File: src/rtl/fcpwm_mod.sv
`timescale 1ns/1ps
module fcpwm_mod #(
  parameter int DW       = 16,
  parameter int CW       = 12,
  parameter int DEAD     = 8,
  parameter int HALF_DEF = 64
) (
  input  logic                 clk,
  input  logic                 rst_n,
  input  logic                 sync,
  input  logic [CW-1:0]        half_per,
  input  logic signed [DW-1:0] ref_in,
  output logic [3:0]           gate_hi,
  output logic [3:0]           gate_lo,
  output logic [1:0]           region,
  output logic [3:0]           state
);
  localparam int PW = DW + CW;
  localparam int TW = (DEAD > 0) ? $clog2(DEAD + 1) : 1;
  localparam logic signed [DW-1:0] HALF_PU = DW'(1) << (DW - 2);
  localparam logic [PW-1:0] PROD_RST = PW'(HALF_DEF) << (DW - 1);

  logic [CW-1:0]        hper;
  logic signed [DW-1:0] ref_q;
  logic [PW-1:0]        prod;
  logic                 valley;

  wire [CW-1:0] h_src   = sync ? half_per : hper;
  wire [DW-1:0] off_bin = {~ref_in[DW-1], ref_in[DW-2:0]};

  // four carriers, R7: dead time per pair
  for (genvar k = 0; k < 4; k++) begin : ch
    logic [CW-1:0] cnt;
    logic          up;
    logic          cmd;
    logic [TW-1:0] tmr;

    wire [CW-1:0] pre_rst = (k == 0) ? '0 : (k == 2) ? CW'(HALF_DEF) : CW'(HALF_DEF / 2);
    wire [CW-1:0] pre_syn = (k == 0) ? '0 : (k == 2) ? half_per : (half_per >> 1);
    wire          raw     = {cnt, {DW{1'b0}}} < prod;

    always_ff @(posedge clk or negedge rst_n) begin
      if (!rst_n) begin
        cnt <= pre_rst;
        up  <= (k < 2);
      end else if (sync) begin
        cnt <= pre_syn;
        up  <= (k < 2);
      end else if (up) begin
        cnt <= cnt + 1'b1;
        if (cnt + 1'b1 == hper) up <= 1'b0;
      end else begin
        cnt <= cnt - 1'b1;
        if (cnt == CW'(1)) up <= 1'b1;
      end
    end

    always_ff @(posedge clk or negedge rst_n) begin
      if (!rst_n) begin
        cmd <= 1'b0;
        tmr <= TW'(DEAD);
      end else if (raw != cmd) begin
        cmd <= raw;
        tmr <= TW'(DEAD);
      end else if (tmr != '0) begin
        tmr <= tmr - 1'b1;
      end
    end

    assign gate_hi[k]  = cmd & (tmr == '0);
    assign gate_lo[k]  = ~cmd & (tmr == '0);
    assign state[3-k]  = cmd;
  end

  assign valley = (ch[0].cnt == '0);

  // reference held from valley to valley
  always_ff @(posedge clk or negedge rst_n) begin
    if (!rst_n) begin
      hper  <= CW'(HALF_DEF);
      ref_q <= '0;
      prod  <= PROD_RST;
    end else if (sync || valley) begin
      hper  <= h_src;
      ref_q <= ref_in;
      prod  <= PW'(off_bin) * PW'(h_src);
    end
  end


  assign region = (ref_q > HALF_PU)  ? 2'b11 :
                  (ref_q > 0)        ? 2'b10 :
                  (ref_q > -HALF_PU) ? 2'b01 : 2'b00;
endmodule


File: config.mk
export PLATFORM = sky130hd
export DESIGN_NAME = fcpwm_mod
export DESIGN_NICKNAME = d
export VERILOG_FILES = /design/src/rtl/fcpwm_mod.sv
export SDC_FILE = /design/constraint.sdc
export NUM_CORES = 1
export LEC_CHECK = 0
export ABC_AREA = 1
export BUFFER_PORTS_ARGS = -buffer_cell sky130_fd_sc_hd__buf_2
export CAP_MARGIN = 10
export CORE_AREA = 2 2 161 163
export DETAILED_ROUTE_END_ITERATION = 7
export DIE_AREA = 0 0 163 165
export HOLD_SLACK_MARGIN = 0.12
export PLACE_DENSITY = 0.79
export REMOVE_ABC_BUFFERS = 1
export SKIP_CTS_REPAIR_TIMING = 1
export SLEW_MARGIN = 5
export SYNTH_ARGS = -nofsm -noshare
export SYNTH_HDL_FRONTEND = slang
export SYNTH_SLANG_ARGS = --single-unit
File: constraint.sdc
create_clock -name clk -period 6 [get_ports clk]
set_input_delay 0.3 -clock clk [delete_from_list [all_inputs] [get_ports clk]]
set_output_delay 0.3 -clock clk [all_outputs]
set_load 0.02 [all_outputs]
Yosys cells after proc, flatten, opt, wreduce, memory -nomap -nowiden
Index checks and enable logic that the tools add are counted.
Widths: inputs -> output; s select.
- logic and storage cells: 114
- flip-flop bits (word level): 128
- output and inout port bits: 14
- input port bits: 31
- order comparisons: 7
- equality and inequality tests: 12
- reduce and logical (&&, ||, !) cells: 14
- $add $sub $neg: 12
- multipliers: 1
- bitwise gates (word level): 13
- muxes and demuxes: 36
- operators with widths (operator ; count):
    $lt 28x28->1 ; 4
    $mux 12 ; 9
    $add 12x1->12 const B ; 4
    $eq 12x1->1 const B ; 4
    $eq 12x12->1 ; 4
    $sub 12x1->12 const B ; 4
    $mux 4 ; 8
    $mul 16x12->28 ; 1
    $mux 1 ; 17
    $gt 16x1->1 const B ; 1
    $gt 16x15->1 const B ; 1
    $gt 16x16->1 const B ; 1
    $logic_not 4->1 ; 4
    $reduce_bool 4->1 ; 4
    $sub 4x1->4 const B ; 4
    $logic_not 12->1 ; 1
    $and 1x1->1 ; 8
    $reduce_bool 2->1 ; 4
    $not 1->1 ; 5
    $mux 2 ; 2
    $ne 1x1->1 ; 4
    $logic_or 1x1->1 ; 1

Longest topological paths before layout
Gate-level depths: netlist of the first run.
- word-level depth: 5
- depth in mapped cells: 28
- depth with buffers taken out: 25

Least setup slack after synthesis of the first run
OpenSTA, ideal clock, no wires.
- path kind: input to register
- start point: input sync
- end point: register prod[25]
- slack: 808 ps
- stages: 25
- path buffers: 2
- library setup time: 117 ps
- data arrival time: 5075 ps
- data required time: 5883 ps
- path through: buf_2 > nand2_1 > o21ai_1 > inv_1 > clkbuf_1 > nor2_1 > fa_1 > inv_1 > fa_1 > inv_1 > fa_1 > fa_1 > inv_1 > fa_1 > inv_1 > ha_1 > nand2_1 > nor2_1 > inv_1 > nor3_1 > nand3_1 > nand3_1 > nand2_1 > nand3_1 > nand2_1
- word-level cells in the longest chain between the ends: 2
- elaborated cells on any way between the ends: 3
- classes of those cells: mul (1); mux (1); reduce/logical (1)
- ends and longest elaborated chain (what ; RTL line ; RTL):
    from (decl) ; 10 ; input logic sync,
    $mux 12 ; 28 ; wire [CW-1:0] h_src = sync ? half_per : hper;
    $mul 16x12->28 ; 86 ; prod <= PW'(off_bin) * PW'(h_src);
    to (signal assigned) ; 86 ;
    to (decl) ; 25 ; logic [PW-1:0] prod;
Parallel ways exist; a longest one is shown, timed or not.
A chain may end at the register's enable or synchronous reset.

Final worst setup path of the first run
- start point: register hper[6]
- end point: register prod[27]
- word-level cells in the longest chain between the ends: 2
- ends and longest elaborated chain (what ; RTL line ; RTL):
    from (decl) ; 23 ; logic [CW-1:0] hper;
    from (signal assigned) ; 80 ; hper <= CW'(HALF_DEF);
    from (signal assigned) ; 84 ; hper <= h_src;
    $mux 12 ; 28 ;
    $mul 16x12->28 ; 86 ;
No other way between the ends.

==> flow_metrics.tcl, run 1 <==
set metrics [dict create \
    hp-start "half_per[0]" \
    clkSinkCount 128 \
    cp-startpoint "hper[6]" \
    drt_first_pass_iters 6 \
    h-tree-depth 4 \
    grt_max_degree 74 \
    num_vias 14300 \
    cp-end-kind "flop" \
    cts_made_buffers 17 \
    io_pins 45 \
    hold_class "in -> reg" \
    critPathTopFamily "adder cells" \
    ys_async_sr_fraction_pct 100 \
    grt-ovfl-total 0 \
    diodes 0 \
    r2r_start "hper[6]" \
    synth_edf_count 0 \
    synth_area_per_cell_um2 7.18 \
    grt_pass1_vias 14500 \
    final_util_pct 66.1 \
    cp_data_arrival_time_ns 6.06 \
    drc 0 \
    syn_to_final_growth_pct 7.40 \
    yosysWarnings 0 \
    viasPerCell 5.67 \
    drv_slew 0 \
    ys_seq_area_share_pct 20.9 \
    ys_ff_latch 128 \
    hold_viol 0 \
    cp_slowest_cell "dfstp_2" \
    yosysTopAreaCell "dfrtp_1" \
    critPathKind "reg -> reg" \
    ff2ff_path_depth 22 \
    setup_tns_ns 0 \
    place_area_um2 16000 \
    syn-cell-area_um2 15400 \
    status "finished clean" \
    die_y_um 165 \
    ir_worst_vdd_mv 0.298 \
    clk_pin_slew_worst_paths_ns 0.07 \
    r2r-end "prod[27]" \
    synthTopCellsByCount "nand2_1 (544), inv_1 (377), nor2_1 (208), nand3_1 (142), fa_1 (140)" \
    num_rows 58 \
    antenna_left 0 \
    layout.nets 2478 \
    fin_crit_sh_pct 95.9 \
    yosysUniqueCellTypes 47 \
    crit_top_cell "nand2_1" \
    crit_chain "inv_1 > o21ai_0 > buf_4 > nand2_1 > fa_1 > inv_1 > fa_1 > fa_1 > fa_1 > inv_1 > fa_1 > inv_1 > ha_1 > nand2_1 > o21ai_0 > a21oi_1 > nand2_1 > nand2_1 > nand2_1 > nand2_1 > nand3_1 > nand2_1" \
    crit_required_ns 6.31 \
    wirelength_um 45800 \
    synth_area_leaders "dfrtp_1 (19%), fa_1 (18%), nand2_1 (13%)" \
    wl_per_cell_um 18.2 \
    track_usage_pct 35.8 \
    syn_inst 2145 \
    min_path_cells 3 \
    synth_most_common_cell "nand2_1" \
    critical_path_buf_inv_count 5 \
    worst_slack_ns 0.248 \
    min_to "ch[2].cnt[0]" \
    regToRegSetupSlack_ns 0.25 \
    insertion_delay_ns 0.43 \
    max_freq_mhz 174 \
    ys.flop_type "dfrtp_1" \
    power_density_nw_per_um2 464 \
    leakagePower_nw 8.89 \
    grt_pass1_wl_um 74200 \
    place.gp.congestion 0.999 \
    final_cell_area_um2 16500 \
    period_needed_ns 5.75 \
    finalSetupViolCount 0 \
    cts_buffer_depth 2 \
    worstPathMaxFanout 10 \
    start_util_pct 61.5 \
    cp-start-kind "flop" \
    slew_headroom_pct 33.4 \
    port_buffers 44 \
    rsz0062_at_grt "false" \
    dp_slack_ns 0.193 \
    root_buffer "clkbuf_16" \
    antenna_found_initial 0 \
    dieArea_um2 26900 \
    cap_viol_max_count 0 \
    die-width_um 163 \
    cts_tree "built" \
    max_stage_delay_ns 0.63 \
    worst_pin_slew_ns 0.999 \
    drt_iter0_markers 1171 \
    fillCellCount 2272 \
    skew_ns 0.0158 \
    dp_hpwl_um 36100 \
    design.core.area_um2 25000 \
    drive_gt1_share_pct 7.35 \
    synth_top_area_share_pct 19.0 \
]
through the flow:
stage / cells / power [mW] / hold slack [ns]
global route: 2519 / 8.54 / 0.217
floorplan: 2075 / 5.28 / 0.00441
CTS: 2518 / 7.66 / -0.159
detailed placement: 2486 / 6.60 / 0.296
global placement: 2486 / 6.48 / 0.298
finish: 2519 / 7.68 / 0.198
area by class of cell:
class	count	area, um^2	area share (%)
clock buffer	17	425	2.57
clock inverter	15	139	0.839
inverter	386	1450	8.76
multi-input combinational	1561	10400	62.8
sequential	128	3220	19.4
tap	330	413	2.50
timing repair buffer	82	514	3.11
worst register-to-register path, cell delays in order, from the launching register on:
cell	delay, ns
dfstp_2	0.63
inv_1	0.21
o21ai_0	0.27
buf_4	0.28
nand2_1	0.10
fa_1	0.48
inv_1	0.05
fa_1	0.48
fa_1	0.52
fa_1	0.54
inv_1	0.05
fa_1	0.55
inv_1	0.05
ha_1	0.36
nand2_1	0.12
o21ai_0	0.38
a21oi_1	0.12
nand2_1	0.14
nand2_1	0.09
nand2_1	0.07
nand2_1	0.04
nand3_1	0.06
nand2_1	0.05
power breakdown:
group | total [mW] | internal, mW | switching (mW)
Combinational | 5.38 | 2.00 | 3.38
Sequential | 1.28 | 1.11 | 0.164
Clock | 1.02 | 0.550 | 0.474
Total | 7.68 | 3.66 | 4.02
routing by layer:
layer,vias up,part of all wire (%),GRT usage (%)
li1,6772,-,-
met1,6768,39,43.4
met2,581,48,61.8
met3,158,7.0,5.32
met4,0,6.0,19.3
met5,-,0,0
cells by family after synthesis:
kind of cell               after synthesis  share of synthesized area (%)
DFF                                    128                           20.9
adders and majority gates              271                           28.8
buffers and inverters                  456                           11.7
xor gates and xnor gates                45                           2.74
and+or+nand+nor                        991                           26.9
AOI/OAI and AO/OA                      254                           8.92
worst max path at each step:
stage | endpoint | slack, ns | cells past startpoint
after floorplan | prod[16] | 0.53 | 22
after CTS | prod[27] | 0.32 | 22
final | prod[27] | 0.25 | 22
after global placement | prod[21] | 0.26 | 26
after global routing | prod[27] | 0.03 | 22
after detailed placement | prod[21] | 0.19 | 26
flip-flops by register name (all words and copies together), names as in the netlist:
name / cells
ch.tmr: 16
ch.cmd: 4
prod: 28
hper: 12
ch.up: 4
ch.cnt: 48
ref_q: 16
cells in the final DEF (no fill, tap or decap), drive strengths merged, types with 79 or more instances in the layout:
cell type and count:
nand2 548, inv 396, nor2 219, nand3 143, fa 140, o21ai 139
ha 131, dfrtp 117, buf 81, a21oi 79
Note: power is estimated with default switching activity, not from simulation.
==> inputs of run 2 (changes only) <==
REMOVE_ABC_BUFFERS = default   (was 1)
==> run 2 against run 1 <==
Net effect:
- total power increased by 5.6%
- first-iteration DRC count increased by 14%
- critical path type unchanged
- hold slack got worse by 0.071 ns
- maximum frequency decreased by 1.1%
- clock power increased by 13%
==> flow_metrics.tcl, run 2 (synthesis results as in run 1) <==
set metrics [dict create \
    status "finished clean" \
    dieArea_um2 26900 \
    antenna_left 0 \
    worst_pin_slew_ns 0.987 \
    rsz0062_at_grt "false" \
    ff2ff_path_depth 23 \
    period_needed_ns 5.81 \
    grt_pass1_wl_um 73300 \
    whs_ns 0.127 \
    cts_tree "built" \
    diodes 0 \
    final_common_cell "nand2_1" \
    cts_made_buffers 17 \
    insertion_delay_ns 0.44 \
    die_y_um 165 \
    drive_gt1_share_pct 7.39 \
    start_util_pct 61.5 \
    slew_headroom_pct 34.2 \
    layout.nets 2480 \
    hold_class "in -> reg" \
    syn_nets 2447 \
    clkSinkCount 128 \
    num_vias 14400 \
    cap_viol_max_count 0 \
    cp-startpoint "hper[6]" \
    clk_pin_slew_worst_paths_ns 0.06 \
    setup_tns_ns 0 \
    cts_buffer_depth 2 \
    grt-ovfl-total 0 \
    drt_iter0_markers 1330 \
    met1Wirelength_um 18100 \
    antenna_found_initial 0 \
    cp-start-kind "flop" \
    route.met2.wl_um 22300 \
    finalSetupViolCount 0 \
    min_path_cells 3 \
    io_pins 45 \
    wl_met3_um 3150 \
    place.gp.congestion 1.04 \
    r2r_start "hper[6]" \
    drv_slew 0 \
    port_buffers 44 \
    fin_crit_sh_pct 96.9 \
    max_freq_mhz 172 \
    drt_first_pass_iters 6 \
    worst_slack_ns 0.185 \
    dp_slack_ns 0.128 \
    cp_data_arrival_time_ns 6.11 \
    wl_per_cell_um 18.5 \
    design.core.area_um2 25000 \
    skew_ns 0.0176 \
    hold_viol 0 \
    grt_pass1_vias 14200 \
    largest_register_ffs 48 \
    root_buffer "clkbuf_16" \
    place_area_um2 16000 \
    leakagePower_nw 8.92 \
    viasPerCell 5.70 \
    layout_common_cells "nand2_1 (544), inv_1 (377), nor2_1 (208)" \
    regMostFlops "ch.cnt" \
    worstPathMaxFanout 11 \
    hp-start "half_per[0]" \
    final_util_pct 66.5 \
    critPathKind "reg -> reg" \
    power_density_nw_per_um2 487 \
    regToRegSetupSlack_ns 0.19 \
    drc 0 \
    syn_to_final_growth_pct 8.02 \
    top_layer_used "met4" \
    num_rows 58 \
    h-tree-depth 4 \
    grt_max_degree 76 \
    ir_worst_vdd_mv 0.457 \
    crit_required_ns 6.29 \
    die-width_um 163 \
    dp_hpwl_um 36800 \
    final_cell_area_um2 16600 \
    cp-end-kind "flop" \
    wirelength_um 46600 \
    top_regs "ch.cnt x48, prod x28" \
    track_usage_pct 35.9 \
]
==> run 2: through the flow <==
stage | total power [mW] | instances
3_3_place_gp | 6.76 | 2488
4_1_cts | 8.09 | 2520
6_report | 8.11 | 2521
3_5_place_dp | 6.89 | 2488
5_1_grt | 8.86 | 2521
2_1_floorplan | 5.34 | 2145
==> run 2: layer usage <==
layer	global-route usage [%]	vias to the layer above
li1	-	6778
met1	43.5	6843
met2	61.1	570
met3	5.10	177
met4	21.4	0
met5	0	-
==> run 2: path summary, 6_finish.rpt <==
path | end
worst min-delay path | ch[2].cnt[0]
worst max register to register | prod[16]
max in group asynchronous | hper[2]
worst min register to register | prod[27]
min in group asynchronous | ch[1].tmr[2]
worst max-delay path | prod[16]
==> run 2: worst max-delay path, cell delays in order, from the launching register on <==
cell and delay, ns:
dfstp_2 0.64, inv_1 0.22, o21ai_2 0.25, buf_12 0.16, inv_1 0.15, nor2_1 0.16, fa_1 0.42, inv_1 0.08
fa_1 0.41, inv_1 0.10, fa_1 0.42, fa_1 0.55, inv_1 0.05, fa_1 0.60, inv_1 0.06, ha_1 0.35
nand2_1 0.14, nor2_1 0.18, nand2_1 0.08, nand3_1 0.14, a21oi_1 0.10, or2_2 0.27, nand3_1 0.06, o21ai_0 0.09
==> run 2: power by group <==
| part | leakage (nW) | switching, mW | internal (mW) |
|---|---|---|---|
| registers | 1.56 | 0.171 | 1.11 |
| logic | 7.07 | 3.59 | 2.08 |
| clock network | 0.297 | 0.444 | 0.710 |
==> run 2: area by class of cell <==
class,instances,area (um^2)
Inverter,386,1450
Clock inverter,12,183
Sequential cell,128,3220
Fill cell,2219,8390
Clock buffer,20,447
Multi-Input combinational cell,1561,10400
Tap cell,330,413
Timing Repair Buffer,84,542
